[src/rtl/sar_seq_pkg.sv]
package sar_seq_pkg;

  typedef enum logic [2:0] {
    ST_IDLE,
    ST_ADDR,
    ST_SETTLE,
    ST_CONV,
    ST_REPLAY,
    ST_DONE
  } seq_state_e;

  // number of address bits shifted in for a given input count
  function automatic int addr_bits(input int nch);
    case (nch)
      8:       return 4;
      4:       return 3;
      2:       return 2;
      default: return 0;
    endcase
  endfunction

endpackage

[src/rtl/sar_seq_ctrl.sv]
module sar_seq_ctrl
  import sar_seq_pkg::*;
#(
  parameter int NCH   = 8,
  parameter int RES_W = 8
) (
  input  logic                       clk,
  input  logic                       rst_n,
  input  logic                       cs_n,
  input  logic                       di,
  input  logic                       se,
  output seq_state_e                 state_o,
  output logic [$clog2(RES_W)-1:0]   cnt_o
);

  localparam int CW        = $clog2(RES_W);
  localparam int AW        = addr_bits(NCH);
  localparam bit REPLAY_EN = (NCH > 1);
  localparam logic [CW-1:0] LAST_BIT = CW'(RES_W - 1);
  localparam logic [CW-1:0] ALAST    = (AW > 0) ? CW'(AW - 1) : '0;

  seq_state_e    st_q, st_d;
  logic [CW-1:0] cnt_q, cnt_d;

  always_comb begin
    st_d  = st_q;
    cnt_d = cnt_q;
    if (cs_n) begin
      st_d  = ST_IDLE;
      cnt_d = '0;
    end else begin
      unique case (st_q)
        ST_IDLE: begin
          if (di) begin
            cnt_d = '0;
            if (AW > 0) st_d = ST_ADDR;
            else        st_d = ST_SETTLE;
          end
        end
        ST_ADDR: begin
          if (cnt_q == ALAST) st_d = ST_SETTLE;
          else                cnt_d = cnt_q + 1'b1;
        end
        ST_SETTLE: begin
          st_d  = ST_CONV;
          cnt_d = LAST_BIT;
        end
        ST_CONV: begin
          if (cnt_q == '0) begin
            if (REPLAY_EN) st_d = ST_REPLAY;
            else           st_d = ST_DONE;
            cnt_d = CW'(1);
          end else begin
            cnt_d = cnt_q - 1'b1;
          end
        end
        ST_REPLAY: begin
          if (se) begin
            if (cnt_q == LAST_BIT) st_d = ST_DONE;
            else                   cnt_d = cnt_q + 1'b1;
          end
        end
        ST_DONE: begin
          st_d = ST_DONE;
        end
        default: begin
          st_d  = ST_IDLE;
          cnt_d = '0;
        end
      endcase
    end
  end

  always_ff @(posedge clk or negedge rst_n) begin
    if (!rst_n) begin
      st_q  <= ST_IDLE;
      cnt_q <= '0;
    end else begin
      st_q  <= st_d;
      cnt_q <= cnt_d;
    end
  end

  assign state_o = st_q;
  assign cnt_o   = cnt_q;

  // select high always lands the sequencer in idle
  a_r10_cs_to_idle: assert property (@(posedge clk) disable iff (!rst_n)
    cs_n |=> (st_q == ST_IDLE));

  // one bit position per clock during conversion
  a_r5_step_down: assert property (@(posedge clk) disable iff (!rst_n)
    (!cs_n && st_q == ST_CONV && cnt_q != '0) |=>
      (st_q == ST_CONV && cnt_q == $past(cnt_q) - 1'b1));

  // replay waits while shift-enable is low
  a_r8_replay_stall: assert property (@(posedge clk) disable iff (!rst_n)
    (!cs_n && st_q == ST_REPLAY && !se) |=> (st_q == ST_REPLAY && $stable(cnt_q)));

endmodule

[src/rtl/sar_seq_addr.sv]
module sar_seq_addr
  import sar_seq_pkg::*;
#(
  parameter int NCH = 8
) (
  input  logic       clk,
  input  logic       rst_n,
  input  logic       shift_en_i,
  input  logic       hold_i,
  input  logic       di,
  output logic [2:0] pos_ch_o,
  output logic [2:0] neg_ch_o,
  output logic       neg_com_o
);

  localparam int AW = addr_bits(NCH);

  logic sgl, odd, sel1, sel0;

  generate
    if (AW > 0) begin : g_shift
      logic [AW-1:0] sh_q, sh_d;

      always_comb begin
        sh_d = sh_q;
        if (shift_en_i) sh_d = {sh_q[AW-1:0], di} >> 0;
      end

      always_ff @(posedge clk or negedge rst_n) begin
        if (!rst_n) sh_q <= '0;
        else        sh_q <= sh_d;
      end

      if (NCH == 8) begin : g_eight
        assign sgl  = sh_q[3];
        assign odd  = sh_q[2];
        assign sel1 = sh_q[1];
        assign sel0 = sh_q[0];
      end else if (NCH == 4) begin : g_four
        assign sgl  = sh_q[2];
        assign odd  = sh_q[1];
        assign sel1 = sh_q[0];
        assign sel0 = 1'b1;
      end else begin : g_two
        assign sgl  = sh_q[1];
        assign odd  = sh_q[0];
        assign sel1 = 1'b1;
        assign sel0 = 1'b0;
      end
    end else begin : g_fixed
      assign sgl  = 1'b0;
      assign odd  = 1'b0;
      assign sel1 = 1'b0;
      assign sel0 = 1'b0;
    end
  endgenerate

  assign pos_ch_o  = {sel1, sel0, odd};
  assign neg_ch_o  = {sel1, sel0, ~odd};
  assign neg_com_o = sgl;

  // the mux selection holds once the address phase is over
  a_r3_sel_stable: assert property (@(posedge clk) disable iff (!rst_n)
    (hold_i && !shift_en_i) |=> $stable({pos_ch_o, neg_ch_o, neg_com_o}));

endmodule

[src/rtl/sar_seq_approx.sv]
module sar_seq_approx #(
  parameter int RES_W = 8
) (
  input  logic                     clk,
  input  logic                     rst_n,
  input  logic                     clear_i,
  input  logic                     step_i,
  input  logic [$clog2(RES_W)-1:0] bit_i,
  input  logic                     cmp_i,
  output logic [RES_W-1:0]         trial_o,
  output logic [RES_W-1:0]         result_o
);

  logic [RES_W-1:0] sar_q, sar_d, probe;

  assign probe = RES_W'(1) << bit_i;

  always_comb begin
    sar_d = sar_q;
    if (clear_i)             sar_d = '0;
    else if (step_i && cmp_i) sar_d = sar_q | probe;
  end

  always_ff @(posedge clk or negedge rst_n) begin
    if (!rst_n) sar_q <= '0;
    else        sar_q <= sar_d;
  end

  assign trial_o  = step_i ? (sar_q | probe) : sar_q;
  assign result_o = sar_q;

  // no more than one bit changes per decision
  a_r5_single_bit: assert property (@(posedge clk) disable iff (!rst_n)
    step_i |=> ($countones(result_o ^ $past(result_o)) <= 1));

  // a low comparator keeps the code unchanged
  a_r5_drop_on_low: assert property (@(posedge clk) disable iff (!rst_n)
    (step_i && !cmp_i) |=> $stable(result_o));

endmodule

[src/rtl/sar_seq_dout.sv]
module sar_seq_dout
  import sar_seq_pkg::*;
#(
  parameter int RES_W = 8
) (
  input  logic                     clk,
  input  logic                     rst_n,
  input  logic                     cs_n,
  input  logic                     se,
  input  seq_state_e               state_i,
  input  logic [$clog2(RES_W)-1:0] cnt_i,
  input  logic                     cmp_i,
  input  logic [RES_W-1:0]         result_i,
  output logic                     do_o,
  output logic                     do_oe_o,
  output logic                     busy_o
);

  // rising-edge stage: value to present at the next falling edge
  logic d_q, d_d, oe_q, oe_d, b_q, b_d;

  always_comb begin
    d_d  = d_q;
    oe_d = oe_q;
    b_d  = b_q;
    if (cs_n) begin
      d_d  = 1'b0;
      oe_d = 1'b0;
      b_d  = 1'b0;
    end else begin
      unique case (state_i)
        ST_IDLE, ST_ADDR: begin
          d_d  = 1'b0;
          oe_d = 1'b0;
          b_d  = 1'b0;
        end
        ST_SETTLE: begin
          d_d  = 1'b0;
          oe_d = 1'b1;
          b_d  = 1'b1;
        end
        ST_CONV: begin
          d_d = cmp_i;
          b_d = (cnt_i != '0);
        end
        ST_REPLAY: begin
          if (se) d_d = result_i[cnt_i];
        end
        ST_DONE: begin
          oe_d = 1'b0;
          b_d  = 1'b0;
        end
        default: begin
          oe_d = 1'b0;
          b_d  = 1'b0;
        end
      endcase
    end
  end

  always_ff @(posedge clk or negedge rst_n) begin
    if (!rst_n) begin
      d_q  <= 1'b0;
      oe_q <= 1'b0;
      b_q  <= 1'b0;
    end else begin
      d_q  <= d_d;
      oe_q <= oe_d;
      b_q  <= b_d;
    end
  end

  // falling-edge stage: pins
  always_ff @(negedge clk or negedge rst_n) begin
    if (!rst_n) begin
      do_o    <= 1'b0;
      do_oe_o <= 1'b0;
      busy_o  <= 1'b0;
    end else begin
      do_o    <= d_q;
      do_oe_o <= oe_q;
      busy_o  <= b_q;
    end
  end

  // select high clears enable and busy
  a_r1_idle_quiet: assert property (@(posedge clk) disable iff (!rst_n)
    cs_n |=> (!oe_q && !b_q));

  // output stays disabled once the sequence is done
  a_r9_done_quiet: assert property (@(posedge clk) disable iff (!rst_n)
    (!cs_n && state_i == ST_DONE) |=> !oe_q);

  // busy only rises out of the settling edge
  a_r7_busy_start: assert property (@(posedge clk) disable iff (!rst_n)
    $rose(b_q) |-> ($past(state_i) == ST_SETTLE));

  // replay stalls keep the data bit unchanged
  a_r8_hold_bit: assert property (@(posedge clk) disable iff (!rst_n)
    (!cs_n && state_i == ST_REPLAY && !se) |=> $stable(d_q));

endmodule

[src/rtl/sar_adc_seq.sv]
module sar_adc_seq
  import sar_seq_pkg::*;
#(
  parameter int NCH   = 8,
  parameter int RES_W = 8
) (
  input  logic             clk,
  input  logic             rst_n,
  input  logic             cs_n,
  input  logic             di,
  input  logic             se,
  input  logic             cmp_i,
  output logic [RES_W-1:0] trial_o,
  output logic [2:0]       pos_ch_o,
  output logic [2:0]       neg_ch_o,
  output logic             neg_com_o,
  output logic             do_o,
  output logic             do_oe_o,
  output logic             busy_o
);

  localparam int CW = $clog2(RES_W);

  seq_state_e       state;
  logic [CW-1:0]    cnt;
  logic [RES_W-1:0] result;
  logic             in_addr, in_conv, in_settle, hold_sel;

  assign in_addr   = (state == ST_ADDR)   && !cs_n;
  assign in_conv   = (state == ST_CONV)   && !cs_n;
  assign in_settle = (state == ST_SETTLE) && !cs_n;
  assign hold_sel  = (state == ST_SETTLE) || (state == ST_CONV) ||
                     (state == ST_REPLAY) || (state == ST_DONE);

  sar_seq_ctrl #(.NCH(NCH), .RES_W(RES_W)) ctrl_i (
    .clk     (clk),
    .rst_n   (rst_n),
    .cs_n    (cs_n),
    .di      (di),
    .se      (se),
    .state_o (state),
    .cnt_o   (cnt)
  );

  sar_seq_addr #(.NCH(NCH)) addr_i (
    .clk        (clk),
    .rst_n      (rst_n),
    .shift_en_i (in_addr),
    .hold_i     (hold_sel),
    .di         (di),
    .pos_ch_o   (pos_ch_o),
    .neg_ch_o   (neg_ch_o),
    .neg_com_o  (neg_com_o)
  );

  sar_seq_approx #(.RES_W(RES_W)) approx_i (
    .clk      (clk),
    .rst_n    (rst_n),
    .clear_i  (in_settle),
    .step_i   (in_conv),
    .bit_i    (cnt),
    .cmp_i    (cmp_i),
    .trial_o  (trial_o),
    .result_o (result)
  );

  sar_seq_dout #(.RES_W(RES_W)) dout_i (
    .clk      (clk),
    .rst_n    (rst_n),
    .cs_n     (cs_n),
    .se       (se),
    .state_i  (state),
    .cnt_i    (cnt),
    .cmp_i    (cmp_i),
    .result_i (result),
    .do_o     (do_o),
    .do_oe_o  (do_oe_o),
    .busy_o   (busy_o)
  );

endmodule

[config.mk]
export PLATFORM = sky130hd
export DESIGN_NAME = sar_adc_seq
export DESIGN_NICKNAME = d
export VERILOG_FILES = /design/src/rtl/sar_seq_pkg.sv /design/src/rtl/sar_seq_ctrl.sv /design/src/rtl/sar_seq_addr.sv /design/src/rtl/sar_seq_approx.sv /design/src/rtl/sar_seq_dout.sv /design/src/rtl/sar_adc_seq.sv
export SDC_FILE = /design/constraint.sdc
export NUM_CORES = 1
export LEC_CHECK = 0
export BUFFER_PORTS_ARGS = -buffer_cell sky130_fd_sc_hd__buf_2
export CORE_MARGIN = 8
export CORE_UTILIZATION = 54
export DETAILED_ROUTE_END_ITERATION = 6
export GPL_TIMING_DRIVEN = 0
export PLACE_DENSITY_LB_ADDON = 0.3
export SETUP_SLACK_MARGIN = 0.02
export SYNTH_ARGS = -nofsm -noshare
export SYNTH_HDL_FRONTEND = slang
export SYNTH_SLANG_ARGS = --single-unit
[constraint.sdc]
create_clock -name clk -period 2.2 [get_ports clk]
set_input_delay 0.11 -clock clk [delete_from_list [all_inputs] [get_ports clk]]
set_output_delay 0.11 -clock clk [all_outputs]
set_load 0.05 [all_outputs]
; ---- Yosys cells after proc, flatten, opt, wreduce, memory -nomap -nowiden
; Index checks and enable logic that the tools add are counted.
[word_totals]
reg_bits = 24
[op_classes]
addsub = 2
magnitude_cmp = 1
n_eq_ne = 17
shift = 1
n_mux = 26
bitwise = 2
n_reduce_logical = 15
[op_table]
columns = cell, n
row1 = 2-to-1 mux 3 bit, 12
row2 = one-hot mux 3 bit (6 select lines), 2
row3 = 2-to-1 mux 8 bit, 3
row4 = inequality test 3 bit (second input constant), 4
row5 = AND reduction 5 bit, 2
row6 = == test 3 x 2 -> 1 bit (second input constant), 3
row7 = == test 3 bit (second input constant), 3
row8 = inequality test 3 x 2 -> 1 bit (second input constant), 3
row9 = bitwise OR 8 bit, 1
row10 = left shift 1 x 3 -> 8 bit (first input constant), 1
row11 = zero test 3 bit, 2
row12 = one-hot mux 1 bit (3 select lines), 2
row13 = 2-to-1 mux 1 bit, 5
row14 = logical AND 1 bit, 4
row15 = less-than comparator 3 x 4 -> 1 bit (second input constant), 1
row16 = inequality test 2 bit (second input constant), 2
row17 = nonzero test 4 bit, 1
row18 = adder 3 x 1 -> 3 bit (second input constant), 1
row19 = binary-select mux 1 bit (select 3 bit), 1
row20 = == test 3 x 1 -> 1 bit (second input constant), 1
row21 = nonzero test 3 bit, 1
row22 = OR reduction 3 bit, 1
row23 = subtractor 3 x 1 -> 3 bit (second input constant), 1
row24 = inequality test 2 x 1 -> 1 bit (second input constant), 1
row25 = other kinds (6), 6

; ---- Logic depth before layout (Yosys ltp)
; Gate-level depths: netlist of run 1.
[depth]
depth_word = 5
depth_mapped = 7

; ---- By module
; From an unflattened synthesis of run 1, not the netlist that was laid out.
[hier_totals]
hier_cells = 150
area_unflattened_um2 = 1571.5
[by_module_without_submodules]
columns = mod, instances, cells_each, area_each_um2, seq_area_each_um2
row1 = sar_seq_ctrl, 1, 65, 559.3, 150.1
row2 = sar_seq_approx, 1, 45, 488.0, 200.2
row3 = sar_seq_dout, 1, 25, 309.0, 150.1
row4 = sar_seq_addr, 1, 11, 163.9, 100.1
row5 = sar_adc_seq, 1, 4, 51.3, 0.0

==> results of run 1 <==
synth_stat cells, drive strengths merged, types with 3 or more instances:
library cell | instances | area [um^2]
a21oi | 12 | 60.1
a31o | 3 | 26.3
and2 | 4 | 25.0
buf | 6 | 35.0
clkbuf | 3 | 11.3
dfrtn | 3 | 75.1
dfrtp | 21 | 526
ha | 7 | 87.6
inv | 12 | 45.0
mux2 | 5 | 56.3
nand2 | 8 | 30.0
nand2b | 3 | 18.8
nor2 | 22 | 82.6
nor3 | 4 | 20.0
o32ai | 3 | 33.8
or2 | 3 | 18.8
what timing repair did:
action / in CTS / in global routing
resized for setup: 1 / 9
hold buffers: 1 / 0
setup endpoints to repair: 3 / 6
endpoints found under the hold margin: 21 / 0
layer usage:
metal	GRT usage, %	part of all wire, %	vias to the layer above	wire length [um]
li1	-	-	547	-
met3	2.71	4.0	9	117
met4	6.40	2.5	0	75
met2	25.5	49	29	1450
met5	0	0	-	0
met1	18.9	44	545	1310
flip-flops by register name (all words and copies together) (netlist names):
register	cells
dout_i.oe_q	1
dout_i.busy_o	1
ctrl_i.cnt_o	3
ctrl_i.state_o	3
dout_i.do_oe_o	1
dout_i.d_q	1
approx_i.result_o	8
dout_i.b_q	1
dout_i.do_o	1
addr_i.g_shift.sh_q	4
power by group:
group          internal, mW  leakage, nW  switching [mW]
Clock                 0.101       0.0210           0.129
Combinational         0.379        0.470           0.701
Sequential            0.547        0.323           0.101
stage by stage:
stage                     std cells  utilization, %  total power [mW]  area (um^2)
final                           200            65.3              1.96         1590
after global routing            200            65.3              2.10         1590
after floorplan                 143               -              1.47         1360
after CTS                       200            64.2              1.94         1560
after detailed placement        195            62.1              1.71         1510
after global placement          195            62.1              1.67         1510
worst paths after layout:
| path | startpoint | end | slack (ps) | depth (start not counted) |
|---|---|---|---|---|
| setup / recovery | dout_i.busy_o | busy_o | 50 | 1 |
| hold / removal | di | addr_i.g_shift.sh_q[0] | 40 | 2 |
| setup reg to reg | ctrl_i.cnt_o[2] | ctrl_i.state_o[0] | 230 | 6 |
| hold reg to reg | addr_i.g_shift.sh_q[3] | addr_i.g_shift.sh_q[3] | 520 | 1 |
| max in group asynchronous | rst_n | dout_i.do_o | 520 | 2 |
| min in group asynchronous | rst_n | dout_i.b_q | 280 | 2 |
logic make-up (layout without fill, tap and decap cells):
| group | Yosys count | count (layout) | synth area share [%] |
|---|---|---|---|
| simple gates | 50 | 50 | 18.2 |
| compound gates | 33 | 33 | 17.4 |
| flops | 24 | 24 | 44.1 |
| buf+inv | 21 | 48 | 6.70 |
| mux | 8 | 8 | 7.25 |
| fa+ha+maj | 7 | 7 | 6.43 |
cells in the final DEF (no fill, tap or decap), types with 2 or more instances in the layout:
| master | instances |
|---|---|
| dfrtn_1 | 3 |
| nor2_1 | 22 |
| o21ai_0 | 2 |
| clkbuf_4 | 9 |
| o31ai_1 | 2 |
| a22o_1 | 2 |
| mux2i_1 | 2 |
| ha_1 | 7 |
| nand2_1 | 8 |
| inv_1 | 12 |
| o32ai_1 | 2 |
| nor3_1 | 4 |
| a31o_2 | 3 |
| buf_4 | 3 |
| clkbuf_1 | 3 |
| and2_1 | 4 |
| nand2b_1 | 3 |
| dfrtp_1 | 21 |
| a31oi_1 | 2 |
| or2_1 | 2 |
| a21oi_1 | 12 |
| a311o_1 | 2 |
| buf_2 | 19 |
| mux2_2 | 5 |
area by class of cell:
cell class | count | area [um^2] | area share (%)
clock buffer | 4 | 36.3 | 2.28
buffer | 9 | 48.8 | 3.07
inverter | 12 | 45.0 | 2.83
tap | 30 | 37.5 | 2.36
sequential | 24 | 601 | 37.8
multi-input combinational | 98 | 686 | 43.1
timing repair buffer | 23 | 135 | 8.50
==> results.toml, run 1 <==
[status]
status = "complete, no violations"

[clock_tree]
clockBufferDepth = 2
postCtsSetupBuffers = 0
cts_root_buf = "clkbuf_4"
cts-buffers-inserted = 3
worstSkewPairLatency_ps = 320
cts_tree = "built"
clock_sinks = 24
clk_pin_slew_ps = 120
htree_levels = 1

[critical_path]
start_kind = "register"
critPathMaxStageDelay_ps = 410
cp_top_family = "flip-flops"
crit_buf_inv = 1
cp_cell_sequence = "clkbuf_4"
crit_required_ps = 2090
crit_path_end_kind = "primary output"
worstPathArrival_ps = 2040
critPathSlowestCell = "dfrtn_1"
critical_path_class = "reg2out"
cp_max_fo = 1

[place]
place_congestion = 0.823
dpl.hpwl_um = 2210
port_buffers = 22
post-place-ws_ps = 254

[grt]
grt_pass1_vias = 1194
antenna_found_initial = 0
grt_max_degree = 25
grt_use_total_pct = 15.3
grt_pass1_wl_um = 5450
globalRouteOverflowTotal = 0

[detailed_routing]
wl_um = 2950
wl_per_cell_um = 14.8
drtPass1Iterations = 4
drcViolationCount = 0
viasPerCell = 5.65
ant_nets = 0
dr.first_iter.drc_count = 48
via_count = 1130

[finish]
n_fill_cell = 221
fin_nets = 184
diodes = 0
drive_gt1_share_pct = 27.1
synthToLayoutAreaGrowth_pct = 16.6

[floorplanning]
num_rows = 18
dieWidth_um = 66.2
initial_core_util_pct = 56.0
ios = 24
core_mm2 = 0.00243
dieArea_mm2 = 0.00439
die_h_um = 66.2

[synth]
syn_area_per_cell_um2 = 9.53
netlist_area_mm2 = 0.00136
synth_fp_nets = 156
yosys.cell_types.count = 37
synth_edf_count = 0
ys_seq_elements = 24
async_flop_share_pct = 100
synthCells = 143
seq_area_frac_synth_pct = 44.1
synthFlopType = "dfrtp_1"
yosysWarnings = 0

[timing]
worst_slack_ps = 50.4
drv_slew = 0
worst_slew_pin_slew_ps = 940
timing.hold.ws_ps = 42.6
skew_ps = 15.0
rsz0062_at_grt = "yes"
setup_violations = 0
finalSetupTns_ps = 0
max_slew_margin_pct = 36.8
hold_viol = 0

[run]
max_cap_violations = 0

[power]
leakagePower_nw = 0.814
vdd.ir_drop.worst_mv = 0.866
power_density_mw_per_mm2 = 1230

[hold_path]
worstHoldPathType = "in2reg"
(Power assumes the default switching activity.)
==> run 2, diff against run 1 <==
--- a/config.mk
+++ b/config.mk
@@ -9,7 +9,6 @@
 export CORE_MARGIN = 8
 export CORE_UTILIZATION = 54
 export DETAILED_ROUTE_END_ITERATION = 6
-export GPL_TIMING_DRIVEN = 0
 export PLACE_DENSITY_LB_ADDON = 0.3
 export SETUP_SLACK_MARGIN = 0.02
 export SYNTH_ARGS = -nofsm -noshare
==> results.toml, run 2 (synthesis gave the netlist of run 1 again) <==
[status]
status = "complete, no violations"

[detailed_routing]
viasPerCell = 5.78
drtPass1Iterations = 4
dr.first_iter.drc_count = 65
drcViolationCount = 0
via_count = 1151
ant_nets = 0
wl_per_cell_um = 15.4
wl_um = 3070

[timing]
rsz0062_at_grt = "no"
hold_viol = 0
finalSetupTns_ps = 0
drv_slew = 0
timing.hold.ws_ps = 37.0
max_slew_margin_pct = 69.8
worst_slew_pin_slew_ps = 454
setup_violations = 0
skew_ps = 7.11

[place]
dpl.hpwl_um = 2220
port_buffers = 23
place_congestion = 0.885
place_inst = 192

[clock_tree]
clk_pin_slew_ps = 130
htree_levels = 1
worstSkewPairLatency_ps = 310
cts_tree = "built"
clock_sinks = 24
clockBufferDepth = 2
cts_root_buf = "clkbuf_4"
cts-buffers-inserted = 3

[finish]
synthToLayoutAreaGrowth_pct = 17.6
final_cell_mix = "nor2_1, dfrtp_1, buf_2"
multiInputGateArea_um2 = 677
fin_cells = 199
regArea_um2 = 602
largest_reg_flops = 8
layout_commonest_cell = "nor2_1"
fin_nets = 183
diodes = 0
utilization_pct = 65.9
n_fill_cell = 207
drive_gt1_share_pct = 29.0

[critical_path]
crit_path_end_kind = "primary output"
cp_top_family = "flip-flops"
cp_max_fo = 1
cp_cell_sequence = "clkbuf_4"
critPathMaxStageDelay_ps = 400
crit_required_ps = 2090
critPathSlowestCell = "dfrtn_1"
worstPathArrival_ps = 2030
start_kind = "register"
crit_buf_inv = 1
critical_path_class = "reg2out"

[run]
max_cap_violations = 0

[power]
total_power_mw = 1.95
power.share.clock_pct = 12.0
power_switching_share_pct = 48.1
p_comb_share_pct = 52.5
p_switching_uw = 939
leakagePower_nw = 0.822
power_density_mw_per_mm2 = 1220
p_int_mw = 1.01
p_seq_share_pct = 35.5
vdd.ir_drop.worst_mv = 0.913

[floorplanning]
dieWidth_um = 66.2
initial_core_util_pct = 56.0
core_mm2 = 0.00243
dieArea_mm2 = 0.00439
num_rows = 18
die_h_um = 66.2
ios = 24

[grt]
antenna_found_initial = 0
grt_pass1_wl_um = 5440
grt_use_total_pct = 15.2
grt_pass1_vias = 1204
globalRouteOverflowTotal = 0
grt_max_degree = 15

[hold_path]
worstHoldPathType = "in2reg"
## run 2: cell count changes in the layout (fill, tap and decap cells not counted), sizes merged
cell / delta
buf: +2
clkbuf: -3
## run 2: final timing paths
check	end	from	cells after the start	slack [ps]
worst max-delay path	busy_o	dout_i.busy_o	1	60
worst min-delay path	addr_i.g_shift.sh_q[0]	di	2	40
worst max register to register	ctrl_i.state_o[0]	ctrl_i.cnt_o[0]	6	290
worst min register to register	dout_i.b_q	dout_i.b_q	2	490
max in group asynchronous	dout_i.do_o	rst_n	2	760
min in group asynchronous	dout_i.oe_q	rst_n	2	180
## run 2: power by group through the flow
stage / registers, mW / clock network (mW) / logic (mW)
after floorplan: 0.788 / 0 / 0.683
after global placement: 0.690 / 0 / 0.966
after detailed placement: 0.698 / 0 / 0.984
after CTS: 0.689 / 0.240 / 0.996
after global routing: 0.722 / 0.257 / 1.11
final: 0.693 / 0.234 / 1.03
## run 2: cell type report
type	count	area share [%]
sequential	24	37.5
clock buffer	4	2.26
tap	30	2.34
timing repair buffer	31	12.8
inverter	12	2.81
multi-input combinational	98	42.2
## run 2: timing repair
| action | in CTS | in global routing |
|---|---|---|
| gates resized for setup | 1 | 7 |
| setup buffers | 0 | 2 |
| gates cloned | 0 | 0 |
| hold endpoints to repair | 21 | 0 |
| setup endpoints to repair | 3 | 6 |
| hold buffers | 1 | 0 |
## run 2: layer usage
metal	track usage [%]	wire length (um)	part of all wire [%]
met3	2.20	145	4.7
met4	4.80	36	1.2
met5	0	0	0
met2	27.6	1570	51
met1	17.7	1320	43
## run 2: metrics by stage
step,worst slack (ps),cell area (um^2)
global placement,362,1510
floorplan,339,1360
finish,64.2,1600
CTS,22.5,1550
detailed placement,323,1510
global route,20.0,1600
==> run 3, diff against run 2 <==
--- a/config.mk
+++ b/config.mk
@@ -6,6 +6,7 @@
 export NUM_CORES = 1
 export LEC_CHECK = 0
 export BUFFER_PORTS_ARGS = -buffer_cell sky130_fd_sc_hd__buf_2
+export CORE_ASPECT_RATIO = 1.4
 export CORE_MARGIN = 8
 export CORE_UTILIZATION = 54
 export DETAILED_ROUTE_END_ITERATION = 6
==> results.toml, run 3 (synthesis gave the netlist of run 1 again) <==
[finish]
drive_gt1_share_pct = 26.9
synthToLayoutAreaGrowth_pct = 14.2
fin_cells = 201
diodes = 0
fin_nets = 181
final_cell_mix = "nor2_1, dfrtp_1, buf_2"
layout_commonest_cell = "nor2_1"
largest_reg_flops = 8

[power]
leakagePower_nw = 0.804
vdd.ir_drop.worst_mv = 0.571
power_density_mw_per_mm2 = 1220

[critical_path]
cp_max_fo = 1
r2r_slack_ps = 240
crit_end = "busy_o"
cp_cell_sequence = "clkbuf_4"
crit_path_end_kind = "primary output"
cp_num_cells = 1
crit_required_ps = 2090
crit_start = "dout_i.busy_o"
worstPathArrival_ps = 2030
start_kind = "register"
critPathSlowestCell = "dfrtn_1"
cp_top_family = "flip-flops"
r2r-end = "ctrl_i.state_o[0]"
critical_path_class = "reg2out"
critPathMaxStageDelay_ps = 400
crit_buf_inv = 1
r2r-start = "ctrl_i.cnt_o[0]"
rr_worst_depth = 6

[run]
max_cap_violations = 0

[grt]
globalRouteOverflowTotal = 0
grt_max_degree = 22
grt_pass1_wl_um = 4990
grt_pass1_vias = 1130
grt_use_total_pct = 14.5
antenna_found_initial = 0

[status]
status = "complete, no violations"

[floorplanning]
initial_core_util_pct = 57.0
dieWidth_um = 58.5
ios = 24
die_h_um = 75.4
core_mm2 = 0.00239
dieArea_mm2 = 0.00441
num_rows = 21

[timing]
finalSetupTns_ps = 0
worst_slew_pin_slew_ps = 412
setup_violations = 0
worst_slack_ps = 55.7
rsz0062_at_grt = "no"
max_slew_margin_pct = 72.5
skew_ps = 7.07
drv_slew = 0
timing.hold.ws_ps = 28.6
hold_viol = 0

[detailed_routing]
drtPass1Iterations = 4
dr.first_iter.drc_count = 25
wl_um = 2960
top_layer_used = "met4"
wl_met3_um = 134
met1_length_um = 1190
drcViolationCount = 0
ant_nets = 0
viasPerCell = 5.53
via_count = 1112
wl_met2_um = 1560
wl_per_cell_um = 14.7

[clock_tree]
clock_sinks = 24
htree_levels = 1
cts_root_buf = "clkbuf_4"
cts-buffers-inserted = 3
clk_pin_slew_ps = 120
cts_tree = "built"
clockBufferDepth = 2
postCtsSetupBuffers = 0
worstSkewPairLatency_ps = 320

[place]
port_buffers = 23
place_congestion = 0.888
dpl.hpwl_um = 2240
place_inst = 196
post-place-ws_ps = 296

[hold_path]
worstHoldPathType = "in2reg"
[run 3: changes by cell type in the layout (fill, tap and decap cells not counted), sizes merged]
| cell | before | now |
|---|---|---|
| buf | 24 | 26 |
| clkbuf | 10 | 6 |
[run 3: worst min path at each step]
stage / from / endpoint / depth (start not counted)
finish: di / addr_i.g_shift.sh_q[0] / 2
global route: di / addr_i.g_shift.sh_q[0] / 2
CTS: di / addr_i.g_shift.sh_q[0] / 2
detailed placement: rst_n / dout_i.b_q / 2
global placement: rst_n / ctrl_i.state_o[1] / 2
floorplan: rst_n / addr_i.g_shift.sh_q[0] / 0
[run 3: report_power, final]
part | internal [mW] | switching [mW]
sequential | 0.548 | 0.140
clock | 0.0712 | 0.130
combinational | 0.347 | 0.655
total | 0.966 | 0.925
[run 3: layout make-up]
cell class              instances  area [um^2]
inverters                      12         45.0
fillers                       207          835
well taps                      34         42.5
clock buffers                   4         26.3
repair buffers                 29          170
multi-input cells              98          671
flip-flops and latches         24          602
[run 3: repair_timing]
item | in CTS | in global routing
setup endpoints to repair | 1 | 5
hold buffers | 1 | 0
resized for setup | 1 | 3
hold endpoints to repair | 21 | 0
[run 3: through the flow]
step	util (%)	power, mW	area (um^2)
final	65.1	1.89	1560
after CTS	64.8	1.89	1550
after global placement	63.2	1.66	1510
after floorplan	-	1.47	1360
after global routing	65.1	2.01	1560
after detailed placement	63.2	1.68	1510
[run 3: routing by layer]
metal / up-vias / GRT usage, %
met4: 0 / 8.47
met5: - / 0
li1: 538 / -
met2: 37 / 26.8
met1: 530 / 15.3
met3: 7 / 2.03
